$ cat src/rtl/bfe_pkg.sv
package bfe_pkg;
    // Source chosen for the next fetch address, in priority order.
    typedef enum logic [1:0] {
        SRC_SEQ   = 2'd0,
        SRC_ID    = 2'd1,
        SRC_EX    = 2'd2
    } pc_src_e;

    localparam int unsigned INSTR_BYTES = 4;
    localparam int unsigned WORD_SHIFT  = 2;
endpackage

$ cat src/rtl/bfe_predecode.sv
module bfe_predecode #(
    parameter int unsigned AW   = 32,
    parameter int unsigned OFFW = 16
) (
    input  logic            slot_valid,
    input  logic            br_flag,
    input  logic            unc_flag,
    input  logic [OFFW-1:0] offset,
    input  logic [AW-1:0]   npc,
    output logic            is_cond,
    output logic            redirect,
    output logic [AW-1:0]   target
);
    import bfe_pkg::*;

    localparam int unsigned EXT_W = AW - OFFW - WORD_SHIFT;

    logic [AW-1:0] disp;
    logic          backward;
    logic          is_br;

    generate
        if (EXT_W > 0) begin : g_ext
            assign disp = {{EXT_W{offset[OFFW-1]}}, offset, {WORD_SHIFT{1'b0}}};
        end else begin : g_trunc
            assign disp = AW'({offset, {WORD_SHIFT{1'b0}}});
        end
    endgenerate

    always_comb begin
        is_br    = slot_valid && br_flag;
        backward = offset[OFFW-1];
        is_cond  = is_br && !unc_flag;
        target   = npc + disp;
        // follow unconditional branches and backward conditional ones
        redirect = is_br && (unc_flag || backward);
    end
endmodule

$ cat src/rtl/bfe_resolve.sv
module bfe_resolve #(
    parameter int unsigned AW = 32
) (
    input  logic          slot_valid,
    input  logic          is_cond,
    input  logic          pred_taken,
    input  logic          cond_taken,
    input  logic [AW-1:0] target,
    input  logic [AW-1:0] npc,
    output logic          mispredict,
    output logic [AW-1:0] fix_pc
);
    always_comb begin
        mispredict = slot_valid && is_cond && (pred_taken != cond_taken);
        fix_pc     = cond_taken ? target : npc;
    end
endmodule

$ cat src/rtl/bfe_pcsel.sv
module bfe_pcsel #(
    parameter int unsigned AW = 32
) (
    input  logic [AW-1:0] seq_pc,
    input  logic          id_redirect,
    input  logic [AW-1:0] id_target,
    input  logic          ex_restart,
    input  logic [AW-1:0] ex_pc,
    output logic [AW-1:0] pc_next,
    output logic          kill_if,
    output logic          kill_id
);
    import bfe_pkg::*;

    pc_src_e src;

    always_comb begin
        if (ex_restart)       src = SRC_EX;
        else if (id_redirect) src = SRC_ID;
        else                  src = SRC_SEQ;

        unique case (src)
            SRC_EX:  pc_next = ex_pc;
            SRC_ID:  pc_next = id_target;
            default: pc_next = seq_pc;
        endcase

        kill_if = (src != SRC_SEQ);
        kill_id = (src == SRC_EX);
    end
endmodule

$ cat src/rtl/bfe_frontend.sv
module bfe_frontend #(
    parameter int unsigned AW      = 32,
    parameter int unsigned IW      = 32,
    parameter int unsigned OFFW    = 16,
    parameter int unsigned BR_BIT  = 31,
    parameter int unsigned UNC_BIT = 30
) (
    input  logic          clk,
    input  logic          rst_n,
    output logic [AW-1:0] imem_addr,
    input  logic [IW-1:0] imem_rdata,
    input  logic          ex_cond_taken,
    output logic          id_valid,
    output logic [IW-1:0] id_instr,
    output logic [AW-1:0] id_npc,
    output logic          ex_valid,
    output logic [IW-1:0] ex_instr,
    output logic [AW-1:0] ex_npc,
    output logic [AW-1:0] ex_target,
    output logic          ex_is_cond,
    output logic          ex_pred_taken,
    output logic          ex_mispredict
);
    import bfe_pkg::*;

    localparam logic [AW-1:0] INC = AW'(INSTR_BYTES);

    typedef struct packed {
        logic [AW-1:0] pc;
        logic          ifid_valid;
        logic [IW-1:0] ifid_instr;
        logic [AW-1:0] ifid_npc;
        logic          idex_valid;
        logic [IW-1:0] idex_instr;
        logic [AW-1:0] idex_npc;
        logic [AW-1:0] idex_target;
        logic          idex_cond;
        logic          idex_pred;
    } fe_state_t;

    fe_state_t st_d, st_q;

    logic          id_is_cond, id_redirect;
    logic [AW-1:0] id_target;
    logic          mis;
    logic [AW-1:0] fix_pc;
    logic [AW-1:0] pc_next;
    logic          kill_if, kill_id;
    logic [AW-1:0] seq_pc;

    assign seq_pc = st_q.pc + INC;

    bfe_predecode #(.AW(AW), .OFFW(OFFW)) u_predecode (
        .slot_valid (st_q.ifid_valid),
        .br_flag    (st_q.ifid_instr[BR_BIT]),
        .unc_flag   (st_q.ifid_instr[UNC_BIT]),
        .offset     (st_q.ifid_instr[OFFW-1:0]),
        .npc        (st_q.ifid_npc),
        .is_cond    (id_is_cond),
        .redirect   (id_redirect),
        .target     (id_target)
    );

    bfe_resolve #(.AW(AW)) u_resolve (
        .slot_valid (st_q.idex_valid),
        .is_cond    (st_q.idex_cond),
        .pred_taken (st_q.idex_pred),
        .cond_taken (ex_cond_taken),
        .target     (st_q.idex_target),
        .npc        (st_q.idex_npc),
        .mispredict (mis),
        .fix_pc     (fix_pc)
    );

    bfe_pcsel #(.AW(AW)) u_pcsel (
        .seq_pc      (seq_pc),
        .id_redirect (id_redirect),
        .id_target   (id_target),
        .ex_restart  (mis),
        .ex_pc       (fix_pc),
        .pc_next     (pc_next),
        .kill_if     (kill_if),
        .kill_id     (kill_id)
    );

    always_comb begin
        st_d             = st_q;
        st_d.pc          = pc_next;
        st_d.ifid_valid  = !kill_if;
        st_d.ifid_instr  = imem_rdata;
        st_d.ifid_npc    = seq_pc;
        st_d.idex_valid  = st_q.ifid_valid && !kill_id;
        st_d.idex_instr  = st_q.ifid_instr;
        st_d.idex_npc    = st_q.ifid_npc;
        st_d.idex_target = id_target;
        st_d.idex_cond   = id_is_cond && !kill_id;
        st_d.idex_pred   = id_redirect;
    end

    always_ff @(posedge clk) begin
        if (!rst_n) begin
            st_q            <= '0;
        end else begin
            st_q            <= st_d;
        end
    end

    assign imem_addr     = st_q.pc;
    assign id_valid      = st_q.ifid_valid;
    assign id_instr      = st_q.ifid_instr;
    assign id_npc        = st_q.ifid_npc;
    assign ex_valid      = st_q.idex_valid;
    assign ex_instr      = st_q.idex_instr;
    assign ex_npc        = st_q.idex_npc;
    assign ex_target     = st_q.idex_target;
    assign ex_is_cond    = st_q.idex_cond;
    assign ex_pred_taken = st_q.idex_pred;
    assign ex_mispredict = mis;


    mispredict_flush_chk: assert property (@(posedge clk) disable iff (!rst_n)
        ex_mispredict |=> (!id_valid && !ex_valid));


    restart_addr_chk: assert property (@(posedge clk) disable iff (!rst_n)
        ex_mispredict |=> (imem_addr == $past(fix_pc)));


    id_bubble_chk: assert property (@(posedge clk) disable iff (!rst_n)
        (id_redirect && !ex_mispredict) |=> (!id_valid && imem_addr == $past(id_target)));


    seq_fetch_chk: assert property (@(posedge clk) disable iff (!rst_n)
        (!id_redirect && !ex_mispredict) |=> (imem_addr == $past(imem_addr) + INC));


    uncond_no_fix_chk: assert property (@(posedge clk) disable iff (!rst_n)
        (ex_valid && ex_instr[BR_BIT] && ex_instr[UNC_BIT]) |-> !ex_mispredict);
endmodule

$ cat config.mk
export PLATFORM = sky130hd
export DESIGN_NAME = bfe_frontend
export DESIGN_NICKNAME = d
export VERILOG_FILES = /design/src/rtl/bfe_pkg.sv /design/src/rtl/bfe_predecode.sv /design/src/rtl/bfe_resolve.sv /design/src/rtl/bfe_pcsel.sv /design/src/rtl/bfe_frontend.sv
export SDC_FILE = /design/constraint.sdc
export NUM_CORES = 1
export LEC_CHECK = 0
export ABC_CLOCK_PERIOD_IN_PS = 2340
export BUFFER_PORTS_ARGS = -buffer_cell sky130_fd_sc_hd__buf_4
export CAP_MARGIN = 5
export CORE_AREA = 2 2 152 154
export CTS_CLUSTER_SIZE = 10
export DETAILED_ROUTE_END_ITERATION = 12
export DIE_AREA = 0 0 154 156
export PLACE_DENSITY = 0.66
export SLEW_MARGIN = 0
export SYNTH_ARGS = -nofsm -noshare
export SYNTH_HDL_FRONTEND = slang
export SYNTH_SLANG_ARGS = --single-unit
$ cat constraint.sdc
create_clock -name clk -period 2.34 [get_ports clk]
set_input_delay 0 -clock clk [delete_from_list [all_inputs] [get_ports clk]]
set_output_delay 0 -clock clk [all_outputs]
set_load 0.005 [all_outputs]
## Word-level counts from Yosys, hierarchy flattened

Index checks and enable logic that the tools add are counted.

- $add $sub $neg: 2
- Equality and inequality tests: 3
- Mux-type cells: 4
- Reduce and logical (&&, ||, !) cells: 12

Operators by type and width:

| kind | count |
|---|---|
| one-hot mux 32 bit (2 select lines) | 1 |
| adder 32 x 3 -> 32 bit, second input constant | 1 |
| adder 32 bit | 1 |
| 2-to-1 mux 32 bit | 1 |
| logical AND 1 bit | 7 |
| zero test 1 bit | 3 |
| equality test 2 x 1 -> 1 bit, second input constant | 1 |
| equality test 2 bit, second input constant | 1 |
| 2-to-1 mux 2 bit | 1 |
| nonzero test 2 bit | 1 |
| logical OR 1 bit | 1 |
| 2-to-1 mux 1 bit | 1 |
| != test 1 bit | 1 |

- Flip-flop bits (word level): 196
- Bits of input ports: 35
- Output and inout port bits: 197
- Logic and storage cells: 31

## Longest topological paths before layout

- Word-level depth: 7
- Gate-level depth with buffers: 10
- Gate-level depth less buffers: 10

## Cells and area by module

A second synthesis with hierarchy kept.

- Cell total of the unflattened synthesis: 1016
- Area total of the unflattened synthesis: 9713.1 um2

Modules (own cells, without submodules):

| module | times used | cells an instance | area an instance (um2) | sequential area each (um2) |
|---|---|---|---|---|
| bfe_frontend | 1 | 591 | 6512.5 | 3923.8 |
| bfe_predecode | 1 | 278 | 1921.8 | 0.0 |
| bfe_pcsel | 1 | 109 | 719.4 | 0.0 |
| bfe_resolve | 1 | 38 | 559.3 | 0.0 |

## Worst setup path after synthesis

No wires, ideal clock.

- Path kind: reg2reg
- From: reg st_q (netlist bit id_instr[15])
- To: reg st_q (netlist bit ex_target[30])
- Setup time: 0.128 ns
- Arrival time: 2.425 ns
- Required time: 2.212 ns
- Setup slack: -0.212 ns
- Cell stages (with the launch flop): 10
- Path buffers: 1
- Clock period less this slack: 2.552 ns
- Cell sequence: dfxtp_1 ha_1 clkbuf_1 a21oi_1 nor3b_1 o211ai_1 nor4_1 o31ai_1 xnor2_1 nor2_1

- Word-level cells in the longest chain between the ends: 1

RTL lines:

| item | RTL line | source |
|---|---|---|
| start, declared | bfe_frontend.sv:41 | `fe_state_t st_d, st_q;` |
| start signal, assigned | bfe_frontend.sv:104 | `st_q <= st_d;` |
| adder 32 bit | bfe_predecode.sv:34 | `target = npc + disp;` |

Every way passes these cells.
A chain may end at the register's enable or synchronous reset.

## Worst setup path after layout

- From: reg st_q (netlist bit id_instr[4])
- To: reg st_q (netlist bit imem_addr[26])

- Word-level cells in the longest chain between the ends: 2

RTL lines:

| item | RTL line | source |
|---|---|---|
| adder 32 bit | bfe_predecode.sv:34 |  |
| one-hot mux 32 bit (2 select lines) | bfe_pcsel.sv:22 | `unique case (src)` |

Every way passes these cells.

==> flow_metrics.env <==
export IMPL_hpwl_um=19800
export IMPL_initial_utilization=0.396
export IMPL_overflow=0
export IMPL_post_place_cells=1476
export IMPL_ir_worst_vdd_uv=438
export IMPL_cp_end_kind="flop"
export IMPL_yosys_top_cells_area="dfxtp_1 (44%), and2_1 (8.6%), buf_4 (5.8%)"
export IMPL_power_frac_comb=0.116
export IMPL_fmax_mhz=421
export IMPL_clk_latency_ps=430
export IMPL_drt_total_wl_um=27500
export IMPL_antenna_found_initial=1
export IMPL_boundaryPins=232
export IMPL_grt_pass1_vias=7751
export IMPL_cts_buffer_depth=2
export IMPL_wl_per_cell_um=17.7
export IMPL_yosysSeqAreaShare=0.438
export IMPL_start_kind="flop"
export IMPL_grtUsageTotal=0.222
export IMPL_crit_family="simple AND/OR/NAND/NOR gates"
export IMPL_drc=0
export IMPL_num_rows=55
export IMPL_worstPathRequired_ps=2660
export IMPL_cts_sinks=194
export IMPL_syn_instance_count=947
export IMPL_grt_max_degree=76
export IMPL_detail_route_iter0_violations=439
export IMPL_ys_warn_count=0
export IMPL_yosysMostFrequentCell="dfxtp_1"
export IMPL_tightestPinTransition_ps=775
export IMPL_yosys_area_top_type="dfxtp_1"
export IMPL_drv_slew=0
export IMPL_die_h_um=156
export IMPL_cts_tree="yes"
export IMPL_synth_nets=1013
export IMPL_synth_edf_count=0
export IMPL_numCtsBuffers=17
export IMPL_switching_share=0.244
export IMPL_violations="negative setup slack"
export IMPL_p_clk_frac=0.404
export IMPL_crit_type="reg -> reg"
export IMPL_htree_levels=4
export IMPL_pre_cts_ws_ps=-280
export IMPL_finalSetupTns_ps=-72.5
export IMPL_cpMostUsedCell="buf_6"
export IMPL_cp_slowest_cell="nor4_4"
export IMPL_final_cells=1552
export IMPL_path_clk_slew_ps=70
export IMPL_switchingPower_mw=1.78
export IMPL_skew_ps=9.36
export IMPL_drive_gt1_frac=0.412
export IMPL_hold_viol=0
export IMPL_slowest_delay_ps=350
export IMPL_core_um2=22400
export IMPL_synth_top_cells_by_count="dfxtp_1 (194), and2_1 (122), nor2_1 (71)"
export IMPL_holdWs_ps=306
export IMPL_vias=7830
export IMPL_ys_flop_type="dfxtp_1"
export IMPL_root_buffer="clkbuf_16"
export IMPL_p_int_mw=5.52
export IMPL_grt_pass1_wl_um=42000
export IMPL_synth_top_area_frac=0.438
export IMPL_cp_max_fo=5
export IMPL_worst_slack_ps=-33.9
export IMPL_yosysUniqueCellTypes=74
export IMPL_crit_chain="ha_4 > a21o_1 > a21oi_2 > buf_6 > a211oi_4 > buf_6 > nor4_4 > nor2_2 > mux2i_1 > or3_1"
export IMPL_gp_congestion=0.915
export IMPL_finalNetCount=1320
export IMPL_hold_path_class="in -> reg"
export IMPL_cp_data_arrival_time_ps=2690
export IMPL_setup_violations=3
export IMPL_die_x_um=154
export IMPL_viasPerCell=5.05
export IMPL_ys_seq_elements=194
export IMPL_power_density_nw_per_um2=570
export IMPL_netlist_area_um2=8860
export IMPL_relSlewSlack=0.481
export IMPL_async_flop_share=0
export IMPL_area_growth_pct=44.4
export IMPL_timing_critical_path_buf_inv=2
export IMPL_port_buffers=231
export IMPL_rsz0062_at_grt="yes"
export IMPL_ant_nets=0
export IMPL_status="complete, but fails checks"
export IMPL_die_area_um2=24000
export IMPL_dr_pass1_iters=5
export IMPL_syn_area_per_cell_um2=9.36
export IMPL_leakagePower_nw=5.82
export IMPL_period_share=1.01
export IMPL_cap_violations=0
export IMPL_min_period_ps=2370
export IMPL_sequentialPowerShare=0.480
worst reg2reg max path, cell delays in order (launching register included):
cell and delay [ps]:
dfxtp_2 340, ha_4 260, a21o_1 230, a21oi_2 210, buf_6 150, a211oi_4 60, buf_6 150, nor4_4 350
nor2_2 80, mux2i_1 130, or3_1 300
through the flow:
step,total power [mW],utilization,instance area [um^2]
4_1_cts,7.32,0.559,12500
3_3_place_gp,4.30,0.501,11200
2_1_floorplan,3.94,-,8890
5_1_grt,7.57,0.572,12800
3_5_place_dp,4.31,0.501,11200
6_report,7.30,0.573,12800
per-layer routing:
metal | wire (um) | global-route usage | up-vias
li1 | - | - | 3801
met1 | 12500 | 0.298 | 3724
met2 | 12700 | 0.366 | 278
met3 | 1780 | 0.0447 | 27
met4 | 435 | 0.0614 | 0
met5 | 0 | 0 | -
state kept, by name, indices dropped and copies added (netlist names):
| signal | cells |
|---|---|
| ex_instr | 32 |
| ex_npc | 32 |
| id_instr | 32 |
| id_npc | 32 |
| imem_addr | 32 |
| ex_target | 30 |
| ex_is_cond | 1 |
| ex_pred_taken | 1 |
| ex_valid | 1 |
| id_valid | 1 |
worst paths after layout:
path | from | to | slack [ps] | cells past startpoint
worst max register to register | id_instr[4]$_SDFF_PN0_ | imem_addr[26]$_SDFF_PN0_ | -30 | 10
worst min register to register | id_instr[17]$_SDFF_PN0_ | ex_instr[17]$_SDFF_PN0_ | 470 | 1
worst min-delay path | ex_cond_taken | imem_addr[18]$_SDFF_PN0_ | 310 | 6
worst max-delay path | id_instr[4]$_SDFF_PN0_ | imem_addr[26]$_SDFF_PN0_ | -30 | 10
power groups by stage:
| stage | clock network (mW) | logic, mW | registers (mW) |
|---|---|---|---|
| 4_1_cts | 3.00 | 0.824 | 3.50 |
| 3_3_place_gp | 0 | 0.742 | 3.56 |
| 3_5_place_dp | 0 | 0.748 | 3.56 |
| 2_1_floorplan | 0 | 0.386 | 3.56 |
| 6_report | 2.95 | 0.850 | 3.50 |
| 5_1_grt | 3.13 | 0.922 | 3.51 |
cell usage in the layout, fill, tap and decap left out, drive strengths merged, types with 5 or more instances in the layout:
cell         instances
a211oi              20
nor4                 5
xor2                23
clkbuf              20
ha                  30
buf                374
nor2                72
a21o                17
dlygate4sd3         33
o21ai               29
nand2               48
o22ai                8
mux2i               32
dfxtp              194
and2               123
o211ai               9
xnor2               30
nand4               12
and4                 6
a21oi               41
or3                  9
nor3                 8
inv                 15
clkinv               6
o21a                 6
nand3               23
a31oi                5
and3                12
logic make-up (layout without fill, tap and decap cells):
| family | count (synthesis) | count (layout) | synth area share |
|---|---|---|---|
| AOI/OAI and AO/OA | 169 | 169 | 0.128 |
| xor gates and xnor gates | 53 | 53 | 0.0524 |
| adders and majority gates | 31 | 31 | 0.0446 |
| buffers and inverters | 134 | 453 | 0.0944 |
| DFF | 194 | 194 | 0.438 |
| muxes | 36 | 36 | 0.0412 |
| other | 0 | 1 | 0 |
| and+or+nand+nor | 330 | 330 | 0.201 |
cell type report:
class                   instances  area (um^2)
fillers                      1936         9560
repair buffers                407         3180
well taps                     285          357
flip-flops and latches        194         3910
clock buffers                  20          457
diodes                          1         2.50
clock inverters                11          128
multi-input cells             619         4710
inverters                      15         56.3
what timing repair did:
| action | 4_1_cts | 5_1_grt |
|---|---|---|
| resized for setup | 61 | 59 |
| hold buffers | 33 | 0 |
| pin swaps | 25 | 31 |
| hold endpoints to repair | 34 | 0 |
| setup endpoints to repair | 32 | 30 |
| setup buffers | 6 | 5 |
(Power assumes the default switching activity.)
